`config.mk`:
```
export PLATFORM = sky130hd
export DESIGN_NAME = unary_alu
export DESIGN_NICKNAME = d
export VERILOG_FILES = /design/src/rtl/ua_pkg.sv /design/src/rtl/ua_core.sv /design/src/rtl/ua_outreg.sv /design/src/rtl/unary_alu.sv
export SDC_FILE = /design/constraint.sdc
export NUM_CORES = 1
export LEC_CHECK = 0
export BUFFER_PORTS_ARGS = -buffer_cell sky130_fd_sc_hd__clkbuf_2
export CAP_MARGIN = 40
export CORE_UTILIZATION = 25
export CTS_CLUSTER_SIZE = 30
export DETAILED_ROUTE_END_ITERATION = 6
export MAX_ROUTING_LAYER = met4
export PLACE_DENSITY_LB_ADDON = 0.3
export SKIP_LAST_GASP = 1
export SYNTH_ARGS = -nofsm -noshare
export SYNTH_HDL_FRONTEND = slang
export SYNTH_HIERARCHICAL = 1
export SYNTH_SLANG_ARGS = --single-unit
```
`constraint.sdc`:
```
create_clock -name clk -period 4.2 [get_ports clk]
set_clock_uncertainty 0.15 [all_clocks]
set_input_delay 0.63 -clock clk [delete_from_list [all_inputs] [get_ports clk]]
set_output_delay 0.63 -clock clk [all_outputs]
set_load 0.03 [all_outputs]
```
`src/rtl/ua_pkg.sv`:
```
package ua_pkg;
  localparam int OP_W = 4;

  typedef enum logic [OP_W-1:0] {
    OP_CLR  = 4'd0,
    OP_INC  = 4'd1,
    OP_DEC  = 4'd2,
    OP_ADC  = 4'd3,
    OP_SBC  = 4'd4,
    OP_TST  = 4'd5,
    OP_NEG  = 4'd6,
    OP_COM  = 4'd7,
    OP_ROR  = 4'd8,
    OP_ROL  = 4'd9,
    OP_ASR  = 4'd10,
    OP_ASL  = 4'd11,
    OP_SWAB = 4'd12,
    OP_SXT  = 4'd13,
    OP_RSV0 = 4'd14,
    OP_RSV1 = 4'd15
  } ua_op_e;

  typedef struct packed {
    logic n;
    logic z;
    logic v;
    logic c;
  } ua_flags_t;
endpackage

```
`src/rtl/ua_core.sv`:
```
module ua_core
  import ua_pkg::*;
#(
  parameter int W = 16
) (
  input  ua_op_e       op,
  input  logic [W-1:0] a,
  input  ua_flags_t    fin,
  output logic [W-1:0] r,
  output ua_flags_t    fout
);
  localparam int H = W / 2;
  localparam logic [W-1:0] MAXPOS = {1'b0, {(W-1){1'b1}}};
  localparam logic [W-1:0] MINNEG = {1'b1, {(W-1){1'b0}}};
  localparam logic [W-1:0] ONE    = {{(W-1){1'b0}}, 1'b1};

  logic [W:0] ext_sum;
  logic [W:0] ext_dif;
  logic       nz_gen;
  logic       v_from_nc;

  always_comb begin
    ext_sum   = {1'b0, a} + {{W{1'b0}}, fin.c};
    ext_dif   = {1'b0, a} - {{W{1'b0}}, fin.c};
    r         = a;
    fout      = fin;
    nz_gen    = 1'b1;
    v_from_nc = 1'b0;
    case (op)
      OP_CLR: begin
        r = '0;
        fout.v = 1'b0;
        fout.c = 1'b0;
      end
      OP_INC: begin
        r = a + ONE;
        fout.v = (a == MAXPOS);
      end
      OP_DEC: begin
        r = a - ONE;
        fout.v = (a == MINNEG);
      end
      OP_ADC: begin
        r = ext_sum[W-1:0];
        fout.c = ext_sum[W];
        fout.v = (a == MAXPOS) && fin.c;
      end
      OP_SBC: begin
        r = ext_dif[W-1:0];
        fout.c = ext_dif[W];
        fout.v = (a == MINNEG) && fin.c;
      end
      OP_TST: begin
        fout.v = 1'b0;
        fout.c = 1'b0;
      end
      OP_NEG: begin
        r = '0 - a;
        fout.v = (a == MINNEG);
        fout.c = |a;
      end
      OP_COM: begin
        r = ~a;
        fout.v = 1'b0;
        fout.c = 1'b1;
      end
      OP_ROR: begin
        r = {fin.c, a[W-1:1]};
        fout.c = a[0];
        v_from_nc = 1'b1;
      end
      OP_ROL: begin
        r = {a[W-2:0], fin.c};
        fout.c = a[W-1];
        v_from_nc = 1'b1;
      end
      OP_ASR: begin
        r = {a[W-1], a[W-1:1]};
        fout.c = a[0];
        v_from_nc = 1'b1;
      end
      OP_ASL: begin
        r = {a[W-2:0], 1'b0};
        fout.c = a[W-1];
        v_from_nc = 1'b1;
      end
      OP_SWAB: begin
        r = {a[H-1:0], a[W-1:H]};
        nz_gen = 1'b0;
        fout.n = a[W-1];
        fout.z = ~|a[W-1:H];
        fout.v = 1'b0;
        fout.c = 1'b0;
      end
      OP_SXT: begin
        r = {W{fin.n}};
        nz_gen = 1'b0;
        fout.z = ~fin.n;
      end
      default: nz_gen = 1'b0;
    endcase
    if (nz_gen) begin
      fout.n = r[W-1];
      fout.z = ~|r;
    end
    if (v_from_nc) fout.v = fout.n ^ fout.c;
  end
endmodule

```
`src/rtl/ua_outreg.sv`:
```
module ua_outreg
  import ua_pkg::*;
#(
  parameter int W = 16
) (
  input  logic         clk,
  input  logic         rst,
  input  logic         in_valid,
  output logic         in_ready,
  input  logic [W-1:0] d_result,
  input  ua_flags_t    d_flags,
  output logic         out_valid,
  input  logic         out_ready,
  output logic [W-1:0] q_result,
  output ua_flags_t    q_flags
);
  logic take;

  assign in_ready = !out_valid || out_ready;
  assign take     = in_valid && in_ready;

  always_ff @(posedge clk) begin
    if (rst) begin
      out_valid <= 1'b0;
      q_result  <= '0;
      q_flags   <= '0;
    end else begin
      if (take) begin
        q_result <= d_result;
        q_flags  <= d_flags;
      end
      if (take)           out_valid <= 1'b1;
      else if (out_ready) out_valid <= 1'b0;
    end
  end


  accept_to_valid_chk: assert property (@(posedge clk) disable iff (rst)
    take |=> out_valid);


  stall_hold_chk: assert property (@(posedge clk) disable iff (rst)
    (out_valid && !out_ready) |=> (out_valid && $stable(q_result) && $stable(q_flags)));
endmodule

```
`src/rtl/unary_alu.sv`:
```
module unary_alu
  import ua_pkg::*;
#(
  parameter int DATA_W = 16
) (
  input  logic              clk,
  input  logic              rst,
  input  logic              in_valid,
  output logic              in_ready,
  input  logic [3:0]        in_op,
  input  logic              in_byte,
  input  logic [DATA_W-1:0] in_data,
  input  logic [3:0]        in_flags,
  output logic              out_valid,
  input  logic              out_ready,
  output logic [DATA_W-1:0] out_result,
  output logic [3:0]        out_flags
);
  localparam int HALF_W = DATA_W / 2;

  ua_op_e            op_e;
  ua_flags_t         fin;
  logic [DATA_W-1:0] word_r;
  ua_flags_t         word_f;
  logic [HALF_W-1:0] byte_r;
  ua_flags_t         byte_f;
  logic              use_byte;
  logic [DATA_W-1:0] sel_r;
  ua_flags_t         sel_f;
  ua_flags_t         q_f;

  assign op_e = ua_op_e'(in_op);
  assign fin  = ua_flags_t'(in_flags);

  ua_core #(.W(DATA_W)) word_core_i (
    .op(op_e), .a(in_data), .fin(fin), .r(word_r), .fout(word_f)
  );

  ua_core #(.W(HALF_W)) byte_core_i (
    .op(op_e), .a(in_data[HALF_W-1:0]), .fin(fin), .r(byte_r), .fout(byte_f)
  );

  // swap and sign-extend are word-only operations
  assign use_byte = in_byte && (op_e != OP_SWAB) && (op_e != OP_SXT);
  assign sel_r    = use_byte ? {in_data[DATA_W-1:HALF_W], byte_r} : word_r;
  assign sel_f    = use_byte ? byte_f : word_f;

  ua_outreg #(.W(DATA_W)) out_i (
    .clk(clk), .rst(rst),
    .in_valid(in_valid), .in_ready(in_ready),
    .d_result(sel_r), .d_flags(sel_f),
    .out_valid(out_valid), .out_ready(out_ready),
    .q_result(out_result), .q_flags(q_f)
  );

  assign out_flags = q_f;

  logic accepted;
  assign accepted = in_valid && in_ready;


  clr_zero_chk: assert property (@(posedge clk) disable iff (rst)
    (accepted && op_e == OP_CLR && !in_byte) |=> (out_result == '0 && out_flags == 4'b0100));


  com_carry_chk: assert property (@(posedge clk) disable iff (rst)
    (accepted && op_e == OP_COM) |=> (out_flags[0] && !out_flags[1]));


  neg_carry_chk: assert property (@(posedge clk) disable iff (rst)
    (accepted && op_e == OP_NEG && !in_byte) |=> (out_flags[0] == (out_result != '0)));


  shift_v_chk: assert property (@(posedge clk) disable iff (rst)
    (accepted && (op_e == OP_ROR || op_e == OP_ROL || op_e == OP_ASR || op_e == OP_ASL))
    |=> (out_flags[1] == (out_flags[3] ^ out_flags[0])));


  reserved_pass_chk: assert property (@(posedge clk) disable iff (rst)
    (accepted && (op_e == OP_RSV0 || op_e == OP_RSV1)) |=> (out_flags == $past(in_flags)));
endmodule

```
# After elaboration in Yosys (flattened, before gate mapping)
# Index checks and enable logic that the tools add are counted.
[op_classes] n_addsub=10 eq_ne=19 muxes=20 bitwise=5 n_reduce_logical=28
[op_table] cell="16-bit case mux with 13 select lines" n=1
[op_table] cell="8-bit case mux with 13 select lines" n=1
[op_table] cell="16-bit OR reduction" n=2
[op_table] cell="4-bit == test (second input constant)" n=6
[op_table] cell="8-bit OR reduction" n=3
[op_table] cell="16-bit by 1-bit adder with 17-bit output" n=1
[op_table] cell="16-bit by 1-bit subtractor with 17-bit output" n=1
[op_table] cell="16-bit by 1-bit adder with 16-bit output (second input constant)" n=1
[op_table] cell="16-bit by 15-bit == test with 1-bit output (second input constant)" n=1
[op_table] cell="16-bit == test (second input constant)" n=1
[op_table] cell="4-bit by 3-bit == test with 1-bit output (second input constant)" n=4
[op_table] cell="16-bit two-way mux" n=1
[op_table] cell="16-bit NOT" n=1
[op_table] cell="1-bit by 16-bit subtractor with 16-bit output (first input constant)" n=1
[op_table] cell="16-bit by 1-bit subtractor with 16-bit output (second input constant)" n=1
[op_table] cell="1-bit case mux with 7 select lines" n=2
[op_table] cell="12-bit OR reduction" n=1
[op_table] cell="4-bit OR reduction" n=3
[op_table] cell="1-bit case mux with 5 select lines" n=2
[op_table] cell="8-bit by 1-bit adder with 9-bit output" n=1
[op_table] cell="8-bit by 1-bit subtractor with 9-bit output" n=1
[op_table] cell="8-bit by 1-bit adder with 8-bit output (second input constant)" n=1
[op_table] cell="4-bit by 2-bit == test with 1-bit output (second input constant)" n=2
[op_table] cell="8-bit by 7-bit == test with 1-bit output (second input constant)" n=1
[op_table] cell="other kinds (19)" n=42
[totals] regBits=21 inputBits=29 out_inout_bits=22 word_cells=88

# Logic depth before layout (Yosys ltp)
[logic_depth] ltp_word=8 ltp_mapped=18 mapped_depth_nobuf=16

# Modules after synthesis
# The synthesis kept the hierarchy.
[by_module_without_submodules] module="ua_core at word_core_i" n_inst=1 cells_each=525 area_each_um2=3226.8 seq_area_each_um2=0.0
[by_module_without_submodules] module="ua_core at byte_core_i" n_inst=1 cells_each=252 area_each_um2=1645.3 seq_area_each_um2=0.0
[by_module_without_submodules] module="ua_outreg" n_inst=1 cells_each=96 area_each_um2=985.9 seq_area_each_um2=420.4
[by_module_without_submodules] module="unary_alu" n_inst=1 cells_each=93 area_each_um2=740.7 seq_area_each_um2=0.0

# Worst setup path before layout
# Ideal clock, no wire load.
[synth_path] path_kind="in2reg" from="input port in_op[3]" to="register out_i/q_flags[2] (netlist name)" setup_time_ps=70 arrival_time_ps=3962 t_required_ps=3980 setup_slack_ps=18 stages=15 n_path_buf=1 cell_sequence="or4b_1 > clkbuf_1 > nand2_1 > nand2_1 > ha_1 > a221o_1 > o32a_1 > a21oi_1 > or4b_1 > or4_1 > o31ai_2 > nand4b_1 > o211ai_2 > nand3_1 > a21oi_2"
[synth_lines] element="from (decl)" line="unary_alu.sv:10" rtl="input logic [3:0] in_op,"
[synth_lines] element="to (signal assigned)" line="ua_outreg.sv:30" rtl="q_flags <= d_flags;"
[synth_lines] element="to (decl)" line="ua_outreg.sv:15" rtl="output ua_flags_t q_flags"

==> key figures <==
Floorplanning
  – Core Area: 25,980 µm²
  – IO Count: 51
  – Die width: 164.5 µm
  – Die Y: 164.5 µm
  – Rows: 59
  – Starting Density: 0.2539
  – Die footprint: 27,050 µm²

Yosys
  – Sequential share of the synthesized area: 0.06371
  – Post-synthesis cell count: 966
  – Number of synthesized flops with an enable pin: 0
  – Cell Area, Synth: 6599 µm²
  – FF+latch count, synth: 21
  – Syn Area/Cell: 6.831 µm²
  – Yosys warns: 6
  – Mapped Nets: 1,009
  – Ys flop type: dfxtp_1
  – Distinct cells, synth: 95
  – Synth async-reset ratio: 0

Final layout
  – Post-route insts no fill: 1,385
  – Highest-count cells in the layout ignoring fill and taps: 136 x buf_4, 93 x nand2_1, 52 x o21ai_0, 50 x a21oi_1
  – Layout area overhead: 20.57%
  – Commonest non-fill, non-tap cell in the layout: buf_4
  – Post-layout net count: 1,093
  – Share of cells above drive strength 1: 0.2593

Pwr
  – Cell Int Power: 659.8 µW
  – Pwr dens: 155.3 nW/µm²
  – Tot Pwr: 1236 µW
  – Gate power share: 0.660
  – Net switching power: 576.2 µW
  – Reg power frac: 0.180
  – Sw Share: 0.4662
  – VDD IR max: 0.0001595 V
  – Static leakage power: 0.002965 µW
  – Clock power share: 0.160

Clock network
  – Sink Count: 21
  – Clock latency on the worst-skew pair: 0.25 ns
  – Hold buffer count at CTS: 0
  – Root Driver: clkbuf_16
  – # H-tree levels: 1
  – CTS tree: built
  – Clock transition at the registers of the reported paths: 0.06 ns
  – CTS buffer count: 3
  – Clock buffer depth: 2

GRT
  – Vias in the first global route: 7,742
  – First-pass GRT wire length: 44,680 µm
  – GRT Residual Overflow: 0
  – Gr usage total: 0.2158
  – Largest net degree at the start of global routing: 83
  – Initial antenna violation count: 1

Place
  – Placed insts: 1,379
  – Placer Congestion: 0.9622
  – Post-DP HPWL: 21,480 µm
  – Pre-CTS setup slack: -0.1751 ns
  – PortBufs: 50

Routing
  – Via-to-Cell Ratio: 5.933
  – DRC viols: 2
  – DR iter-0 viols: 744
  – WL final: 29,150 µm
  – Routed WL per cell: 21.05 µm
  – DR vias: 8,217
  – DRT antenna net count: 0
  – Drt pass-1 iters: 7

Timing
  – Slew HR: 0.4749
  – Finish-stage setup viols: 0
  – Min Tclk post-route: 4.012 ns
  – Slew Limit Fails: 0
  – WHS: 0.4218 ns
  – Final worst slack: 0.1877 ns
  – Part of the cycle the worst path needs: 0.9553
  – Slew of the pin with the lowest slew margin: 0.7876 ns
  – Final Hold Viols: 0
  – Fmax achieved: 249.2 MHz
  – RSZ-0062 raised after global routing: no

Worst setup path
  – R2r endpoint: out_i/q_flags[1]
  – Crit Reg-Reg Startpoint: out_i/out_valid
  – WS Path Type: in -> reg
  – Crit-path max cell delay: 0.55 ns
  – CP Capture Type: flop
  – Critical-path top delay cell: or4b_4
  – Crit path cell chain: clkbuf_2, or4b_4, nand2_1, nand2_1, ha_2, a221o_1, o32a_1, a21oi_1, or4b_1, or4_4, o31ai_4, nand4b_1, o211ai_2, nand3_1, a21oi_2
  – Worst path bufs/invs: 1
  – CP arrival: 4.04 ns
  – Cell repeated most along the worst path: nand2_1
  – Crit path launch type: primary input
  – Crit Path Max Fanout: 2
  – Required time worst endpoint: 4.23 ns
  – Worst Reg-to-Reg Cells: 3
  – Delay-heaviest family, CP: simple AND/OR/NAND/NOR gates
  – FF-to-FF setup slack: 2.91 ns

Hold path
  – Worst Hold Depth: 2
  – Hold wc startpoint: out_i/q_result[11]
  – HP Class: reg -> reg
  – Hold EP: out_i/q_result[11]

Outcome
  – Failing checks: design-rule violations
  – Status: complete, but fails checks

Run
  – Max-cap violations: 0
## kinds of logic after synthesis
group,after synthesis,synth area share
buffers and inverters,140,0.1028
muxes,22,0.03413
adders and majority gates,14,0.02655
xor gates and xnor gates,22,0.02920
AOI/OAI and AO/OA,320,0.3652
and+or+nand+nor,427,0.3785
DFF,21,0.06371
## sequential cells by signal, indices dropped and copies added (netlist names)
signal and count:
out_i/q_flags 4, out_i/q_result 16, out_i/out_valid 1
## cells in the mapped netlist (7+ instances only)
cell,count,area [µm²]
nand2_1,93,349.1
clkbuf_1,67,251.5
o21ai_0,52,260.3
a21oi_1,50,250.2
nand3_1,48,240.2
nor2_1,48,180.2
nand2b_1,31,193.9
nand4_1,28,175.2
inv_1,26,97.59
nand4b_1,26,227.7
nor3_1,26,130.1
buf_2,25,125.1
nor4_1,22,137.6
dfxtp_1,21,420.4
a21oi_2,20,175.2
o211ai_2,20,250.2
a21bo_1,19,190.2
mux2i_1,18,180.2
xnor2_1,18,157.7
a31oi_1,16,100.1
o211ai_1,16,120.1
or4_1,15,112.6
ha_1,14,175.2
nor2b_1,14,87.58
o22ai_1,12,75.07
and3_1,10,62.56
a21o_1,9,67.56
a221oi_1,9,78.83
o21a_1,9,67.56
a211oi_1,8,60.06
buf_6,8,90.09
o31ai_1,8,60.06
or3_1,8,50.05
buf_1,7,26.28
nor4bb_1,7,70.07
o32ai_1,7,61.31
## area by class of cell
class | instances | area [µm²]
Antenna cell | 1 | 2.502
Clock buffer | 4 | 78.83
Fill cell | 2861 | 18030
Inverter | 26 | 97.59
Multi-Input combinational cell | 805 | 5538
Sequential cell | 21 | 420.4
Tap cell | 335 | 419.2
Timing Repair Buffer | 193 | 1400
## worst min-delay path: cells and delay by family (launching register included)
family,cells,cell delay (ns)
DFF,1,0.30
AOI/OAI and AO/OA,2,0.22
## what timing repair did
action | 4_1_cts | 5_1_grt
endpoints found under the setup margin | 0 | 1
gates resized for setup | 0 | 6
hold endpoints to repair | 0 | 0
setup buffers | 0 | 0
## worst max-delay path by stage
stage	start	to	cells past startpoint
2_1_floorplan	in_op[3]	out_i/q_flags[2]	15
3_3_place_gp	in_op[3]	out_i/q_flags[2]	15
3_5_place_dp	in_op[3]	out_i/q_flags[2]	15
4_1_cts	in_op[3]	out_i/q_flags[2]	15
5_1_grt	in_op[2]	out_i/q_flags[2]	16
6_report	in_op[3]	out_i/q_flags[2]	15
## power by group through the flow
stage               clock network (µW)  logic (µW)  registers, µW
global route                       212         877            223
global placement                     0         794            226
CTS                                204         798            222
floorplan                            0         475            255
finish                             198         816            222
detailed placement                   0         794            226
## routing by layer
metal  part of all wire  vias to the layer above  GRT usage
li1                   -                     3866          -
met1               0.43                     3914     0.2740
met2               0.46                      358     0.3458
met3              0.075                       79    0.02637
met4              0.037                        0    0.08716
met5                  0                        -          -
## through the flow
step / TNS, ns / util / area, µm²
global placement: -0.1247 / 0.3008 / 7815
finish: 0 / 0.3062 / 7956
detailed placement: -0.1751 / 0.3009 / 7820
CTS: 0 / 0.3040 / 7899
floorplan: 0 / - / 6599
global route: 0 / 0.3062 / 7956
No activity file was read; power rests on OpenSTA's default activity.
